## src/rtl/pmc_pkg.sv

```systemverilog
package pmc_pkg;
    typedef enum logic [1:0] {
        PM_RUN    = 2'd0,
        PM_IDLE   = 2'd1,
        PM_SLEEP  = 2'd2,
        PM_SETTLE = 2'd3
    } pm_state_e;

    localparam logic [1:0] REQ_IDLE = 2'd1;
    localparam logic [1:0] REQ_STBY = 2'd2;

    // synchronized input vector bit positions
    localparam int SI_BATOK = 0;
    localparam int SI_EXTN  = 1;
    localparam int SI_PFN   = 2;
    localparam int SI_CHGN  = 3;
    localparam int SI_KEY   = 4;
    localparam int SI_IRQ   = 5;
    localparam int SI_W     = 6;
    localparam logic [SI_W-1:0] SI_RST = 6'b00_1111;
endpackage

```

## src/rtl/pmc_sync.sv

```systemverilog
module pmc_sync #(
    parameter int W = 6,
    parameter int STAGES = 2,
    parameter logic [W-1:0] RST_VAL = '0
) (
    input  logic         clk,
    input  logic         rst_n,
    input  logic [W-1:0] d,
    output logic [W-1:0] q
);
    logic [W-1:0] stg [STAGES];

    always_ff @(posedge clk or negedge rst_n) begin
        if (!rst_n) stg[0] <= RST_VAL;
        else        stg[0] <= d;
    end

    for (genvar i = 1; i < STAGES; i++) begin : g_stage
        always_ff @(posedge clk or negedge rst_n) begin
            if (!rst_n) stg[i] <= RST_VAL;
            else        stg[i] <= stg[i-1];
        end
    end

    assign q = stg[STAGES-1];
endmodule

```

## src/rtl/pmc_supv.sv

```systemverilog
module pmc_supv
    import pmc_pkg::*;
(
    input  logic [SI_W-1:0] si,
    output logic            wake,
    output logic            pfail,
    output logic            blocked
);
    logic no_supply;

    assign wake      = si[SI_KEY] | si[SI_IRQ];
    assign pfail     = ~si[SI_PFN];
    assign no_supply = ~si[SI_BATOK] & si[SI_EXTN];
    assign blocked   = no_supply | pfail | ~si[SI_CHGN];
endmodule

```

## src/rtl/pmc_settle.sv

```systemverilog
module pmc_settle #(
    parameter int CW = 16
) (
    input  logic          clk,
    input  logic          rst_n,
    input  logic          load,
    input  logic [CW-1:0] load_val,
    output logic          done
);
    logic [CW-1:0] cnt_q;

    always_ff @(posedge clk or negedge rst_n) begin
        if (!rst_n)              cnt_q <= '0;
        else if (load)           cnt_q <= load_val;
        else if (cnt_q != '0)    cnt_q <= cnt_q - CW'(1);
    end

    assign done = (cnt_q == '0);
endmodule

```

## src/rtl/pwr_mode_ctrl.sv

```systemverilog
module pwr_mode_ctrl
    import pmc_pkg::*;
#(
    parameter int SETTLE_W    = 16,
    parameter int SYNC_STAGES = 2
) (
    input  logic                clk,
    input  logic                rst_n,
    input  logic                req_we,
    input  logic [1:0]          req_mode,
    input  logic                wake_key,
    input  logic                wake_irq,
    input  logic [SETTLE_W-1:0] settle_val,
    input  logic                bat_ok,
    input  logic                ext_pwr_n,
    input  logic                pwr_fail_n,
    input  logic                bat_chg_n,
    output logic                cpu_clk_en,
    output logic                periph_clk_en,
    output logic                osc_en,
    output logic [2:0]          status
);
    logic [SI_W-1:0] si_raw, si_s;
    logic            wake_s, pfail_s, blocked_s;
    logic            settle_load, settle_done;
    pm_state_e       state_q, state_d;
    logic            cause_q, cause_d;

    assign si_raw = {wake_irq, wake_key, bat_chg_n, pwr_fail_n, ext_pwr_n, bat_ok};

    pmc_sync #(.W(SI_W), .STAGES(SYNC_STAGES), .RST_VAL(SI_RST)) u_sync (
        .clk   (clk),
        .rst_n (rst_n),
        .d     (si_raw),
        .q     (si_s)
    );

    pmc_supv u_supv (
        .si      (si_s),
        .wake    (wake_s),
        .pfail   (pfail_s),
        .blocked (blocked_s)
    );

    pmc_settle #(.CW(SETTLE_W)) u_settle (
        .clk      (clk),
        .rst_n    (rst_n),
        .load     (settle_load),
        .load_val (settle_val),
        .done     (settle_done)
    );

    // state register
    always_ff @(posedge clk or negedge rst_n) begin
        if (!rst_n) begin
            state_q <= PM_RUN;
            cause_q <= 1'b0;
        end else begin
            state_q <= state_d;
            cause_q <= cause_d;
        end
    end

    // transitions
    always_comb begin
        state_d     = state_q;
        cause_d     = cause_q;
        settle_load = 1'b0;
        unique case (state_q)
            PM_RUN: begin
                if (pfail_s) begin
                    state_d = PM_SLEEP;
                    cause_d = 1'b1;
                end else if (req_we && req_mode == REQ_IDLE) begin
                    state_d = PM_IDLE;
                end else if (req_we && req_mode == REQ_STBY) begin
                    state_d = PM_SLEEP;
                    cause_d = 1'b0;
                end
            end
            PM_IDLE: begin
                if (pfail_s) begin
                    state_d = PM_SLEEP;
                    cause_d = 1'b1;
                end else if (wake_s) begin
                    state_d = PM_RUN;
                end
            end
            PM_SLEEP: begin
                if (wake_s && !blocked_s) begin
                    state_d     = PM_SETTLE;
                    settle_load = 1'b1;
                end
            end
            PM_SETTLE: begin
                if (settle_done) state_d = PM_RUN;
            end
        endcase
    end

    // outputs
    always_comb begin
        cpu_clk_en    = 1'b0;
        periph_clk_en = 1'b0;
        osc_en        = 1'b0;
        status        = {cause_q, 2'd2};
        unique case (state_q)
            PM_RUN: begin
                cpu_clk_en    = 1'b1;
                periph_clk_en = 1'b1;
                osc_en        = 1'b1;
                status        = {cause_q, 2'd0};
            end
            PM_IDLE: begin
                periph_clk_en = 1'b1;
                osc_en        = 1'b1;
                status        = {cause_q, 2'd1};
            end
            PM_SLEEP: begin
                status        = {cause_q, 2'd2};
            end
            PM_SETTLE: begin
                osc_en        = 1'b1;
                status        = {cause_q, 2'd2};
            end
        endcase
    end
endmodule

```

## config.mk

```make
export PLATFORM = sky130hd
export DESIGN_NAME = pwr_mode_ctrl
export DESIGN_NICKNAME = d
export VERILOG_FILES = /design/src/rtl/pmc_pkg.sv /design/src/rtl/pmc_sync.sv /design/src/rtl/pmc_supv.sv /design/src/rtl/pmc_settle.sv /design/src/rtl/pwr_mode_ctrl.sv
export SDC_FILE = /design/constraint.sdc
export NUM_CORES = 1
export LEC_CHECK = 0
export ABC_AREA = 1
export BUFFER_PORTS_ARGS = -buffer_cell sky130_fd_sc_hd__buf_2
export CAP_MARGIN = 20
export CELL_PAD_IN_SITES_DETAIL_PLACEMENT = 1
export CELL_PAD_IN_SITES_GLOBAL_PLACEMENT = 1
export CORE_ASPECT_RATIO = 0.8
export CORE_MARGIN = 5
export CORE_UTILIZATION = 35
export DETAILED_ROUTE_END_ITERATION = 7
export GPL_ROUTABILITY_DRIVEN = 1
export PLACE_DENSITY = 0.84
export SETUP_SLACK_MARGIN = 0.1
export SLEW_MARGIN = 0
export SYNTH_ARGS = -nofsm -noshare
export SYNTH_HDL_FRONTEND = slang
export SYNTH_SLANG_ARGS = --single-unit
```

## constraint.sdc

```tcl
create_clock -name clk -period 1.4 [get_ports clk]
set_input_delay 0.14 -clock clk [delete_from_list [all_inputs] [get_ports clk]]
set_output_delay 0.14 -clock clk [all_outputs]
set_load 0.005 [all_outputs]
```

-- After elaboration in Yosys (flattened, before gate mapping)
Cells that the tools add are included.
- flip-flop bits (word level): 31
- bits in latches: 0
- bits in writable memories: 0
- bits in read-only memories: 0
- output and inout port bits: 6
- logic and storage cells: 60
- memories: 0
- $add $sub $neg: 1
- $mul: 0
- divide/modulo/power cells: 0
- magnitude comparators: 0
- eq/ne operators: 12
- shift operators: 0
- multiplexer cells: 21
- bitwise operators: 7
- reduce and logical (&&, ||, !) cells: 14
- operators with widths (cell ; number):
    $mux W16 ; 2
    $logic_not A16 Y1 ; 1
    $reduce_bool A16 Y1 ; 1
    $sub A16 B1 Y16 const B ; 1
    $mux W2 ; 7
    $mux W1 ; 9
    $ne A3 B3 Y1 const B ; 3
    $pmux W3 S3 ; 1
    $pmux W2 S4 ; 1
    $reduce_and A4 Y1 ; 2
    $eq A2 B2 Y1 const B ; 3
    $ne A2 B2 Y1 const B ; 3
    $eq A2 B1 Y1 const B ; 2
    $ne A4 B4 Y1 const B ; 1
    $reduce_bool A2 Y1 ; 2
    $reduce_or A2 Y1 ; 2
    $logic_and A1 B1 Y1 ; 3
    $not A1 Y1 ; 3
    $or A1 B1 Y1 ; 3
    $reduce_or A3 Y1 ; 1
    $logic_not A2 Y1 ; 1
    $pmux W1 S2 ; 1
    $and A1 B1 Y1 ; 1
    $logic_not A1 Y1 ; 1

-- Depth between registers and ports, before layout
Gate-level depths: netlist of the first run.
- depth in word-level cells: 9
- mapped depth: 10
- gate-level depth less buffers: 10

-- Cells and area by module
From an unflattened synthesis of the first run, not the netlist that was laid out.
- cell total of the unflattened synthesis: 234
- area, all modules: 1830.5 um^2
- by module, submodules not included (module ; times used ; cells each ; area each (um^2) ; seq. area each (um^2)):
    pmc_settle ; 1 ; 167 ; 1184.9 ; 400.4
    pmc_sync ; 1 ; 18 ; 355.3 ; 310.3
    pwr_mode_ctrl ; 1 ; 42 ; 261.5 ; 75.1
    pmc_supv ; 1 ; 7 ; 28.8 ; 0.0

-- Worst setup path before layout of the first run
OpenSTA, ideal clock, no wires.
- path kind: reg2reg
- from: register u_settle.cnt_q[0]
- to: register u_settle.cnt_q[0]
- setup time: 0.118 ns
- arrival time: 1.416 ns
- path slack: -0.134 ns
- cell stages (with the launch flop): 10
- path buffers: 0
- clock period less this slack: 1.534 ns
- cell sequence: dfrtp_1 -> inv_1 -> ha_1 -> nand3_1 -> nor2_1 -> nand2_1 -> nor2_1 -> inv_1 -> nand2_1 -> o21ai_2
- cells in the longest elaborated chain, start to end: 3
- elaborated cells on any way between the ends: 5
- those cells by class: add/sub: 1; mux: 2; reduce/logical: 2
- ends and longest elaborated chain (element ; line ; source):
    from (decl) ; pmc_settle.sv:10 ; logic [CW-1:0] cnt_q;
    from (signal assigned) ; pmc_settle.sv:14 ; else if (load) cnt_q <= load_val;
    from (signal assigned) ; pmc_settle.sv:15 ; else if (cnt_q != '0) cnt_q <= cnt_q - CW'(1);
    $sub A16 B1 Y16 ; pmc_settle.sv:15 ;
    $mux W16 ; pmc_settle.sv:15 ;
    $mux W16 ; pmc_settle.sv:14 ;
Parallel ways exist; a longest one is shown, timed or not. The select of a mux whose other input is x is not followed.
A chain may end at the register's enable or synchronous reset.

-- Final worst setup path of the first run
- from: register u_settle.cnt_q[0]
- to: register state_q[0]
- cells in the longest elaborated chain, start to end: 3
- ends and longest elaborated chain (element ; line ; source):
    $logic_not A16 Y1 ; pmc_settle.sv:18 ; assign done = (cnt_q == '0);
    $ne A2 B2 Y1 (no source line) ; - ;
    $reduce_and A4 Y1 (no source line) ; - ;
    to (signal assigned) ; pwr_mode_ctrl.sv:59 ; state_q <= state_d;
    to (decl) ; pwr_mode_ctrl.sv:26 ; pm_state_e state_q, state_d;
Every way passes these cells.

==> impl_metrics.yaml, run 1 <==
power_and_ir_drop:
  p_leak_nw: 1.338
  p_total_mw: 5.237
  p_per_area_mw_per_mm2: 1889
  ir_drop_mv: 1.061
setup_path:
  worstPathArrival_ns: 1.79
  crit_chain: "inv_2 > ha_4 > nand3_4 > nor2_4 > nand2_2 > buf_6 > nand2_4 > nand3_2 > nand2_2 > nand2_1"
  cp_top_family: "simple AND/OR/NAND/NOR gates"
  critPathKind: "flop to flop"
  required_ns: 1.59
  rr_endpoint: "state_q[0]$_DFFE_PN0P_"
  crit_slowest_cell: "dfrtp_1"
  reg2regPathDepth: 10
  critPathCaptureType: "flop"
  r2r_slack_ns: -0.20
  path_buf_inv: 2
  r2r_start: "u_settle.cnt_q[0]$_DFFE_PN0P_"
  critPathMostFrequentCell: "nand2_2"
  start_kind: "flop"
  cpPeakStageDelay_ns: 0.40
  critPathMaxFanout: 3
drt:
  antenna_left: 0
  dr_total_vias: 1840
  drc: 0
  drtIter0Drc: 44
  drt_wl_total_mm: 6.449
  dr.pass1.iters: 4
  wl_per_cell_um: 16.84
  viasPerCell: 4.804
floorplanning:
  start_util_pct: 35.71
  fp.dieH_um: 73.75
  rows: 23
  core_mm2: 0.004979
  die_w_um: 89.69
  num_io_pins: 33
  dieArea_mm2: 0.006614
clocking:
  htree_levels: 2
  ctsLongestPathBuffers: 2
  cts_buffers: 5
  clk_pin_slew_ns: 0.07
  cts_tree: "built"
  cts-root-buf: "clkbuf_8"
  clk_latency_ns: 0.29
  cts_num_sinks: 31
sta:
  timing_worst_slew_pin_value_ns: 0.4143
  skew_ns: 0.006150
  setup_ws_ns: -0.1989
  whs_ns: 0.07456
  drv_slew: 0
  hold_violations: 0
  period_share_pct: 114.2
  timing.final.crit_period_ns: 1.599
  timing.fmax_mhz: 625.4
  setup_viol: 18
  max_slew_margin_pct: 72.38
  rsz0062_at_grt: "yes"
  final.setup.tns_ns: -2.191
global_routing:
  grt_max_degree: 32
  grt_overflow: 0
  grt_pass1_vias: 2071
  antenna_found_initial: 0
  grt_use_total_pct: 19.70
  grt_pass1_wl_mm: 9.735
cells_and_area:
  fin_util_pct: 55.69
  insertedDiodeCount: 0
  drive_gt1_share_pct: 53.27
  synthToLayoutAreaGrowth_pct: 55.95
  fillers: 602
  final_cells: 383
  stdcell_area_mm2: 0.002773
  fin_nets: 348
yosys:
  synth_area_leaders: "dfrtp_1 (32%), nand2_1 (14%), dfstp_2 (12%)"
  syn_area_per_cell_um2: 7.730
  synth_edf_count: 0
  synth_cell_types: 34
  synth_top_area_cell: "dfrtp_1"
  synthFlopType: "dfrtp_1"
  yosysWarnings: 0
  synth_top_area_share_pct: 32.37
  synth_area_mm2: 0.001778
  async_reset_ff_share_pct: 100.0
  ys_seq_area_share_pct: 44.19
  syn_nets: 258
  ys_ff_latch: 31
  syn-instance-count: 230
place:
  hpwl_mm: 4.056
  portBuffers: 32
  pre_cts_slack_ns: -0.2248
  post_dp_cell_area_mm2: 0.002293
  dp_cells: 353
  place_congestion: 0.8255
status:
  violations: "negative setup slack"
  status: "complete, but fails checks"
hold_path:
  hold_depth: 3
  min_from: "settle_val[11]"
  hold_path.class: "input port to flop"
  hold_end: "u_settle.cnt_q[11]$_DFFE_PN0P_"
job:
  drv_cap: 0
==> registers in the layout (all words and copies together) (netlist names) <==
signal / cells
cause_q: 1
state_q: 2
u_settle.cnt_q: 16
u_sync.q: 6
u_sync.stg: 6
==> synthesized netlist by cell type, types with 2 or more instances <==
cell type,count
nand2_1,64
buf_6,2
inv_1,31
nand3_1,15
o21ai_0,7
dfstp_2,8
o21ai_1,2
nand2_2,2
o21ai_2,5
dfrtp_1,23
nor2_1,34
nor2_4,3
xor2_1,3
nand4_1,2
nor2_2,2
or2_2,2
a21oi_1,7
nand3_2,2
==> area by class of cell <==
type                            count  area [um^2]  share of cell area, %
Clock buffer                        6        72.57                  2.617
Clock inverter                      2        12.51                 0.4513
Inverter                           33        133.9                  4.829
Multi-Input combinational cell    161         1046                  37.73
Sequential cell                    31        788.3                  28.43
Tap cell                           62        77.57                  2.798
Timing Repair Buffer               88        641.9                  23.15
==> where the power goes <==
| group | internal (mW) | switching, mW |
|---|---|---|
| Clock | 0.347 | 0.365 |
| Combinational | 1.33 | 1.73 |
| Sequential | 1.21 | 0.253 |
==> cell families after synthesis <==
logic type	share of synthesized area (%)
and+or+nand+nor	34.83
buffers and inverters	10.20
DFF	44.19
AOI/OAI and AO/OA	8.586
xor gates and xnor gates	1.478
adders and majority gates	0.7036
==> placed cells by master, fill, tap and decap left out, types with 3 or more instances in the layout <==
cell / n
nand3_4: 4
inv_1: 19
o21ai_1: 4
o21ai_2: 6
inv_4: 4
nand2_1: 48
clkbuf_8: 5
nand2_2: 14
xor2_1: 3
buf_2: 32
a21oi_2: 3
dfrtp_1: 21
a21oi_1: 4
buf_4: 42
buf_6: 5
o21ai_0: 4
nand3_1: 8
dlygate4sd3_1: 7
nor2_4: 11
nand2_4: 4
dfstp_2: 8
nor2_2: 5
inv_2: 10
nor2_1: 23
nand3_2: 5
==> worst max path at each step <==
stage | startpoint | endpoint | slack [ns] | cells past startpoint
after floorplan | u_settle.cnt_q[0]$_DFFE_PN0P_ | u_settle.cnt_q[14]$_DFFE_PN0P_ | 0.02 | 9
after global placement | u_settle.cnt_q[0]$_DFFE_PN0P_ | u_settle.cnt_q[7]$_DFFE_PN0P_ | -0.19 | 9
after detailed placement | u_settle.cnt_q[0]$_DFFE_PN0P_ | u_settle.cnt_q[14]$_DFFE_PN0P_ | -0.22 | 9
after CTS | u_settle.cnt_q[0]$_DFFE_PN0P_ | u_settle.cnt_q[15]$_DFFE_PN0P_ | -0.11 | 10
after global routing | u_settle.cnt_q[0]$_DFFE_PN0P_ | u_settle.cnt_q[13]$_DFFE_PN0P_ | -0.25 | 9
final | u_settle.cnt_q[0]$_DFFE_PN0P_ | state_q[0]$_DFFE_PN0P_ | -0.20 | 10
==> worst min-delay path, cell delays in order <==
cell and delay [ns]:
buf_2 0.07, nand2_1 0.06, nand3_2 0.06
==> timing repair <==
action / CTS / global route
resized for setup: 27 / 35
hold buffers: 7 / 0
buffers inserted: 7 / 8
endpoints found under the hold margin: 29 / 0
pin swaps: 14 / 13
endpoints found under the setup margin: 19 / 20
gates cloned: 0 / 0
==> per-layer routing <==
layer  GRT usage (%)  wire length, um  vias up
met1           22.68             2617      886
met3           3.924              254       14
li1                -                -      898
met2           35.63             3433       42
met5               0                0        -
met4           7.273              143        0
(Power assumes the default switching activity.)
==> run 2, diff against run 1 <==
Settings changed: ABC_AREA 1 to not set, CORE_UTILIZATION 35 to 30, PLACE_DENSITY 0.84 to 0.73, SYNTH_HIERARCHICAL set to 1.
==> impl_metrics.yaml, run 2 <==
setup_path:
  r2r_slack_ns: -0.36
  crit_slowest_cell: "or4_4"
  start_kind: "flop"
  cpPeakStageDelay_ns: 0.40
  critPathMaxFanout: 4
  reg2regPathDepth: 7
  critPathKind: "flop to flop"
  rr_endpoint: "u_settle/cnt_q[12]$_DFFE_PN0P_"
  cp_top_family: "simple AND/OR/NAND/NOR gates"
  worstPathArrival_ns: 1.96
  critPathCaptureType: "flop"
  crit_chain: "inv_2 > ha_4 > nor3b_4 > nand3_2 > buf_6 > or4_4 > o211ai_1"
  r2r_start: "u_settle/cnt_q[0]$_DFFE_PN0P_"
  path_buf_inv: 2
  required_ns: 1.60
place:
  portBuffers: 32
  hpwl_mm: 3.209
  place_congestion: 0.7984
  dp_cells: 274
cells_and_area:
  fin_nets: 264
  drive_gt1_share_pct: 55.70
  final_cells: 302
  layout_common_cells: "buf_4 (42), buf_2 (32), dfrtp_1 (23)"
  insertedDiodeCount: 0
  final_common_cell: "buf_4"
  synthToLayoutAreaGrowth_pct: 52.28
  regMostFlops: "u_settle/cnt_q"
  largest_reg_flops: 16
drt:
  dr_total_vias: 1458
  drt_wl_total_mm: 4.690
  viasPerCell: 4.828
  drc: 0
  antenna_left: 0
  wl_per_cell_um: 15.53
  drtIter0Drc: 58
  dr.pass1.iters: 4
job:
  drv_cap: 0
clocking:
  ctsLongestPathBuffers: 2
  cts-root-buf: "clkbuf_8"
  cts_num_sinks: 31
  cts_tree: "built"
  clk_latency_ns: 0.29
  htree_levels: 2
  cts_buffers: 5
  clk_pin_slew_ns: 0.07
yosys:
  syn-instance-count: 157
  synth-simple-area-share_pct: 23.25
  synth_area_mm2: 0.001647
  synth_cell_types: 48
  ys_seq_area_share_pct: 47.72
  synth_top_area_share_pct: 34.95
  synth_common_cells: "dfrtp_1 (23), nand2_1 (13), nand2b_1 (11)"
  async_reset_ff_share_pct: 100.0
  yosysMostFrequentCell: "dfrtp_1"
  synthFlopType: "dfrtp_1"
  yosysWarnings: 6
  syn_nets: 185
  synth_area_leaders: "dfrtp_1 (35%), dfstp_2 (13%), xnor2_1 (4.3%)"
  synth_xor_area_share_pct: 4.787
  ys_ff_latch: 31
  syn_area_per_cell_um2: 10.49
  synth_top_area_cell: "dfrtp_1"
  synth-compound-area-share_pct: 15.96
  synthAdderAreaFrac_pct: 0.7599
  synth_top_family_by_area: "simple AND/OR/NAND/NOR gates"
  muxShareOfSynthArea_pct: 0.6079
  synth_edf_count: 0
global_routing:
  antenna_found_initial: 0
  grt_pass1_wl_mm: 7.838
  grt_overflow: 0
  grt_pass1_vias: 1650
  grt_use_total_pct: 13.88
  grt_max_degree: 32
floorplanning:
  dieArea_mm2: 0.007080
  rows: 24
  num_io_pins: 33
  start_util_pct: 30.63
  core_mm2: 0.005375
  die_w_um: 92.83
  fp.dieH_um: 76.27
status:
  status: "complete, but fails checks"
  violations: "negative setup slack"
power_and_ir_drop:
  p_per_area_mw_per_mm2: 700.0
  p_leak_nw: 1.103
  p_total_mw: 1.755
  ir_drop_mv: 0.3408
hold_path:
  hold_end: "u_settle/cnt_q[15]$_DFFE_PN0P_"
  hold_depth: 3
  hold_path.class: "input port to flop"
  min_from: "settle_val[15]"
sta:
  timing_worst_slew_pin_value_ns: 0.4734
  timing.fmax_mhz: 567.2
  rsz0062_at_grt: "yes"
  drv_slew: 0
  setup_ws_ns: -0.3632
  skew_ns: 0.005855
  max_slew_margin_pct: 68.38
  timing.final.crit_period_ns: 1.763
  period_share_pct: 125.9
  whs_ns: 0.06049
  hold_violations: 0
  setup_viol: 18
## run 2: changes by cell type in the layout (fill, tap and decap cells not counted), sizes merged, moves of 8 or more
cell    delta
xnor2      +8
nor2      -34
nand3     -14
inv       -26
nand2b    +11
nand2     -53
## run 2: routing by layer
metal / routed length (um) / up-vias / GRT usage (%) / part of all wire (%)
met5: 0 / - / 0 / 0
met4: 63 / 0 / 4.685 / 1.3
met3: 182 / 5 / 3.258 / 3.9
met2: 2348 / 33 / 22.50 / 50
met1: 2095 / 712 / 18.12 / 45
li1: - / 708 / - / -
## run 2: logic make-up (layout without fill, tap and decap cells)
| family | Yosys count | after routing |
|---|---|---|
| and+or+nand+nor | 61 | 61 |
| AOI/OAI and AO/OA | 32 | 32 |
| DFF | 31 | 31 |
| buffers and inverters | 22 | 102 |
| xor gates and xnor gates | 9 | 9 |
| adders and majority gates | 1 | 1 |
| muxes | 1 | 1 |
## run 2: worst register-to-register path, cell delays in order, from the launching register on
cell      delay, ns
dfrtp_1        0.39
inv_2          0.09
ha_4           0.14
nor3b_4        0.25
nand3_2        0.17
buf_6          0.16
or4_4          0.40
o211ai_1       0.09
## run 2: what timing repair did
item	CTS	global route
gates resized for setup	12	17
endpoints found under the hold margin	29	0
hold buffers	7	0
pin swaps	12	8
buffers inserted	7	7
setup endpoints to repair	19	19
## run 2: layout make-up
type                    count  area, um^2
flip-flops and latches     31       785.8
clock buffers               5       68.82
repair buffers             87       613.1
clock inverters             3       25.02
multi-input cells         104       907.1
well taps                  65       81.33
fillers                   609        2868
inverters                   7       26.28
## run 2: power by group
part,leakage [nW],internal [mW],switching (mW),total (mW)
Clock,0.0443,0.355,0.377,0.732
Sequential,0.356,0.922,0.00612,0.928
Combinational,0.702,0.0519,0.0430,0.0949
Total,1.10,1.33,0.426,1.76
## run 2: metrics by stage
stage	instance area, um^2	utilization [%]	TNS, ns	setup slack, ns
2_1_floorplan	1732	-	-4.129	-0.3725
3_3_place_gp	2116	39.36	-3.808	-0.2874
3_5_place_dp	2116	39.36	-4.835	-0.3327
4_1_cts	2380	44.27	-4.423	-0.3195
5_1_grt	2507	46.65	-6.198	-0.4659
6_report	2507	46.65	-4.614	-0.3632
## run 2: worst max path at each step
stage                                              start                              to  slack [ns]  cells past startpoint
after floorplan            u_settle/cnt_q[0]$_DFFE_PN0P_  u_settle/cnt_q[13]$_DFFE_PN0P_       -0.37                      7
after global placement    u_settle/cnt_q[14]$_DFFE_PN0P_   u_settle/cnt_q[8]$_DFFE_PN0P_       -0.29                      4
after detailed placement   u_settle/cnt_q[1]$_DFFE_PN0P_  u_settle/cnt_q[12]$_DFFE_PN0P_       -0.33                      7
after CTS                  u_settle/cnt_q[0]$_DFFE_PN0P_  u_settle/cnt_q[12]$_DFFE_PN0P_       -0.32                      7
after global routing       u_settle/cnt_q[0]$_DFFE_PN0P_  u_settle/cnt_q[12]$_DFFE_PN0P_       -0.47                      7
final                      u_settle/cnt_q[0]$_DFFE_PN0P_  u_settle/cnt_q[12]$_DFFE_PN0P_       -0.36                      7
==> run 3, diff against run 2 <==
Settings changed: CORE_ASPECT_RATIO 0.8 to 1.5.
==> impl_metrics.yaml, run 3 (same netlist as run 2, synthesis figures left out) <==
cells_and_area:
  layout_common_cells: "buf_4 (37), buf_2 (32), dfrtp_1 (23)"
  insertedDiodeCount: 0
  fin_nets: 255
  final_common_cell: "buf_4"
  drive_gt1_share_pct: 49.12
  fillers: 618
  regMostFlops: "u_settle/cnt_q"
  stdcell_area_mm2: 0.002377
  largest_reg_flops: 16
  synthToLayoutAreaGrowth_pct: 44.38
  final_cells: 298
status:
  violations: "negative setup slack"
  status: "complete, but fails checks"
clocking:
  ctsLongestPathBuffers: 2
  cts_num_sinks: 31
  clk_latency_ns: 0.28
  clk_pin_slew_ns: 0.06
  cts_buffers: 5
  htree_levels: 2
  cts-root-buf: "clkbuf_8"
  cts_tree: "built"
global_routing:
  antenna_found_initial: 0
  grt_max_degree: 32
  grt_use_total_pct: 13.16
  grt_pass1_vias: 1516
  grt_overflow: 0
  grt_pass1_wl_mm: 7.293
setup_path:
  cpPeakStageDelay_ns: 0.40
  r2r_slack_ns: -0.34
  worstPathArrival_ns: 1.93
  critPathKind: "flop to flop"
  critPathCaptureType: "flop"
  cp-startpoint: "u_settle/cnt_q[0]$_DFFE_PN0P_"
  required_ns: 1.59
  r2r_start: "u_settle/cnt_q[0]$_DFFE_PN0P_"
  critPathMaxFanout: 4
  crit_chain: "inv_2 > ha_4 > nor3b_4 > nand3_2 > buf_6 > or4_4 > o211ai_1"
  start_kind: "flop"
  rr_endpoint: "u_settle/cnt_q[12]$_DFFE_PN0P_"
  crit_end: "u_settle/cnt_q[12]$_DFFE_PN0P_"
  crit_slowest_cell: "dfrtp_1"
  reg2regPathDepth: 7
place:
  post_dp_cell_area_mm2: 0.002100
  hpwl_mm: 3.122
  dp_cells: 276
  place_congestion: 0.8031
  portBuffers: 32
floorplanning:
  die_w_um: 70.49
  dieArea_mm2: 0.007101
  fp.dieH_um: 100.7
  rows: 33
  core_mm2: 0.005409
  start_util_pct: 30.44
  num_io_pins: 33
sta:
  max_slew_margin_pct: 73.24
  hold_violations: 0
  rsz0062_at_grt: "yes"
  setup_ws_ns: -0.3398
  timing.fmax_mhz: 574.8
  skew_ns: 0.002666
  setup_viol: 18
  whs_ns: 0.07674
  period_share_pct: 124.3
  drv_slew: 0
  timing.final.crit_period_ns: 1.740
  timing_worst_slew_pin_value_ns: 0.4014
power_and_ir_drop:
  ir_drop_mv: 0.4490
  p_leak_nw: 1.049
  p_per_area_mw_per_mm2: 814.4
drt:
  drtIter0Drc: 59
  antenna_left: 0
  drc: 0
  viasPerCell: 4.782
  dr.pass1.iters: 4
  wl_per_cell_um: 14.94
  dr_total_vias: 1425
  drt_wl_total_mm: 4.453
hold_path:
  hold_path.class: "input port to flop"
job:
  drv_cap: 0
==> run 3: worst max-delay path: cells and delay by family (launching register included) <==
kind	cells	cell delay, ns
buf+inv	2	0.24
flops	1	0.40
fa+ha+maj	1	0.12
compound gates	1	0.11
simple gates	3	0.77
==> run 3: per-stage QoR <==
step	power, mW	TNS, ns	util (%)	setup WS [ns]
after global routing	2.008	-6.095	43.95	-0.4066
after global placement	1.025	-3.916	38.82	-0.2921
final	1.936	-4.724	43.95	-0.3398
after detailed placement	1.027	-4.700	38.82	-0.3128
after CTS	1.962	-4.521	43.65	-0.3288
after floorplan	0.9764	-4.129	-	-0.3725
==> run 3: what timing repair did <==
action,in CTS,in global routing
setup buffers,7,1
pin swaps,11,2
hold endpoints to repair,29,0
hold buffers,7,0
endpoints found under the setup margin,18,19
resized for setup,8,2
==> run 3: power by group <==
part	internal, mW	switching, mW	total (mW)
Clock	0.575	0.336	0.912
Sequential	0.923	0.00570	0.928
Combinational	0.0535	0.0425	0.0960
Total	1.55	0.385	1.94
==> run 3: per-layer routing <==
layer	share of wire, %	track usage [%]	vias to the layer above
li1	-	-	690
met4	1.5	5.752	0
met3	4.2	2.295	4
met2	55	24.46	35
met5	0	0	-
met1	39	14.41	696
==> run 3: how the worst min path moves through the flow <==
stage | start | end | slack [ns] | cells after the start
after detailed placement | rst_n | u_sync/stg[10]$_DFF_PN0_ | 0.18 | 2
after floorplan | rst_n | cause_q$_DFFE_PN0P_ | -0.16 | 0
after global routing | settle_val[4] | u_settle/cnt_q[4]$_DFFE_PN0P_ | 0.09 | 3
after CTS | settle_val[4] | u_settle/cnt_q[4]$_DFFE_PN0P_ | 0.07 | 3
final | settle_val[4] | u_settle/cnt_q[4]$_DFFE_PN0P_ | 0.08 | 3
after global placement | rst_n | u_sync/stg[10]$_DFF_PN0_ | 0.18 | 2
==> run 3: final cells by class <==
class	instances	area [um^2]	area share, %
inverters	7	26.28	1.105
clock inverters	2	35.03	1.474
clock buffers	6	82.58	3.474
repair buffers	78	534.3	22.47
flip-flops and latches	31	785.8	33.05
well taps	70	87.58	3.684
multi-input cells	104	825.8	34.74
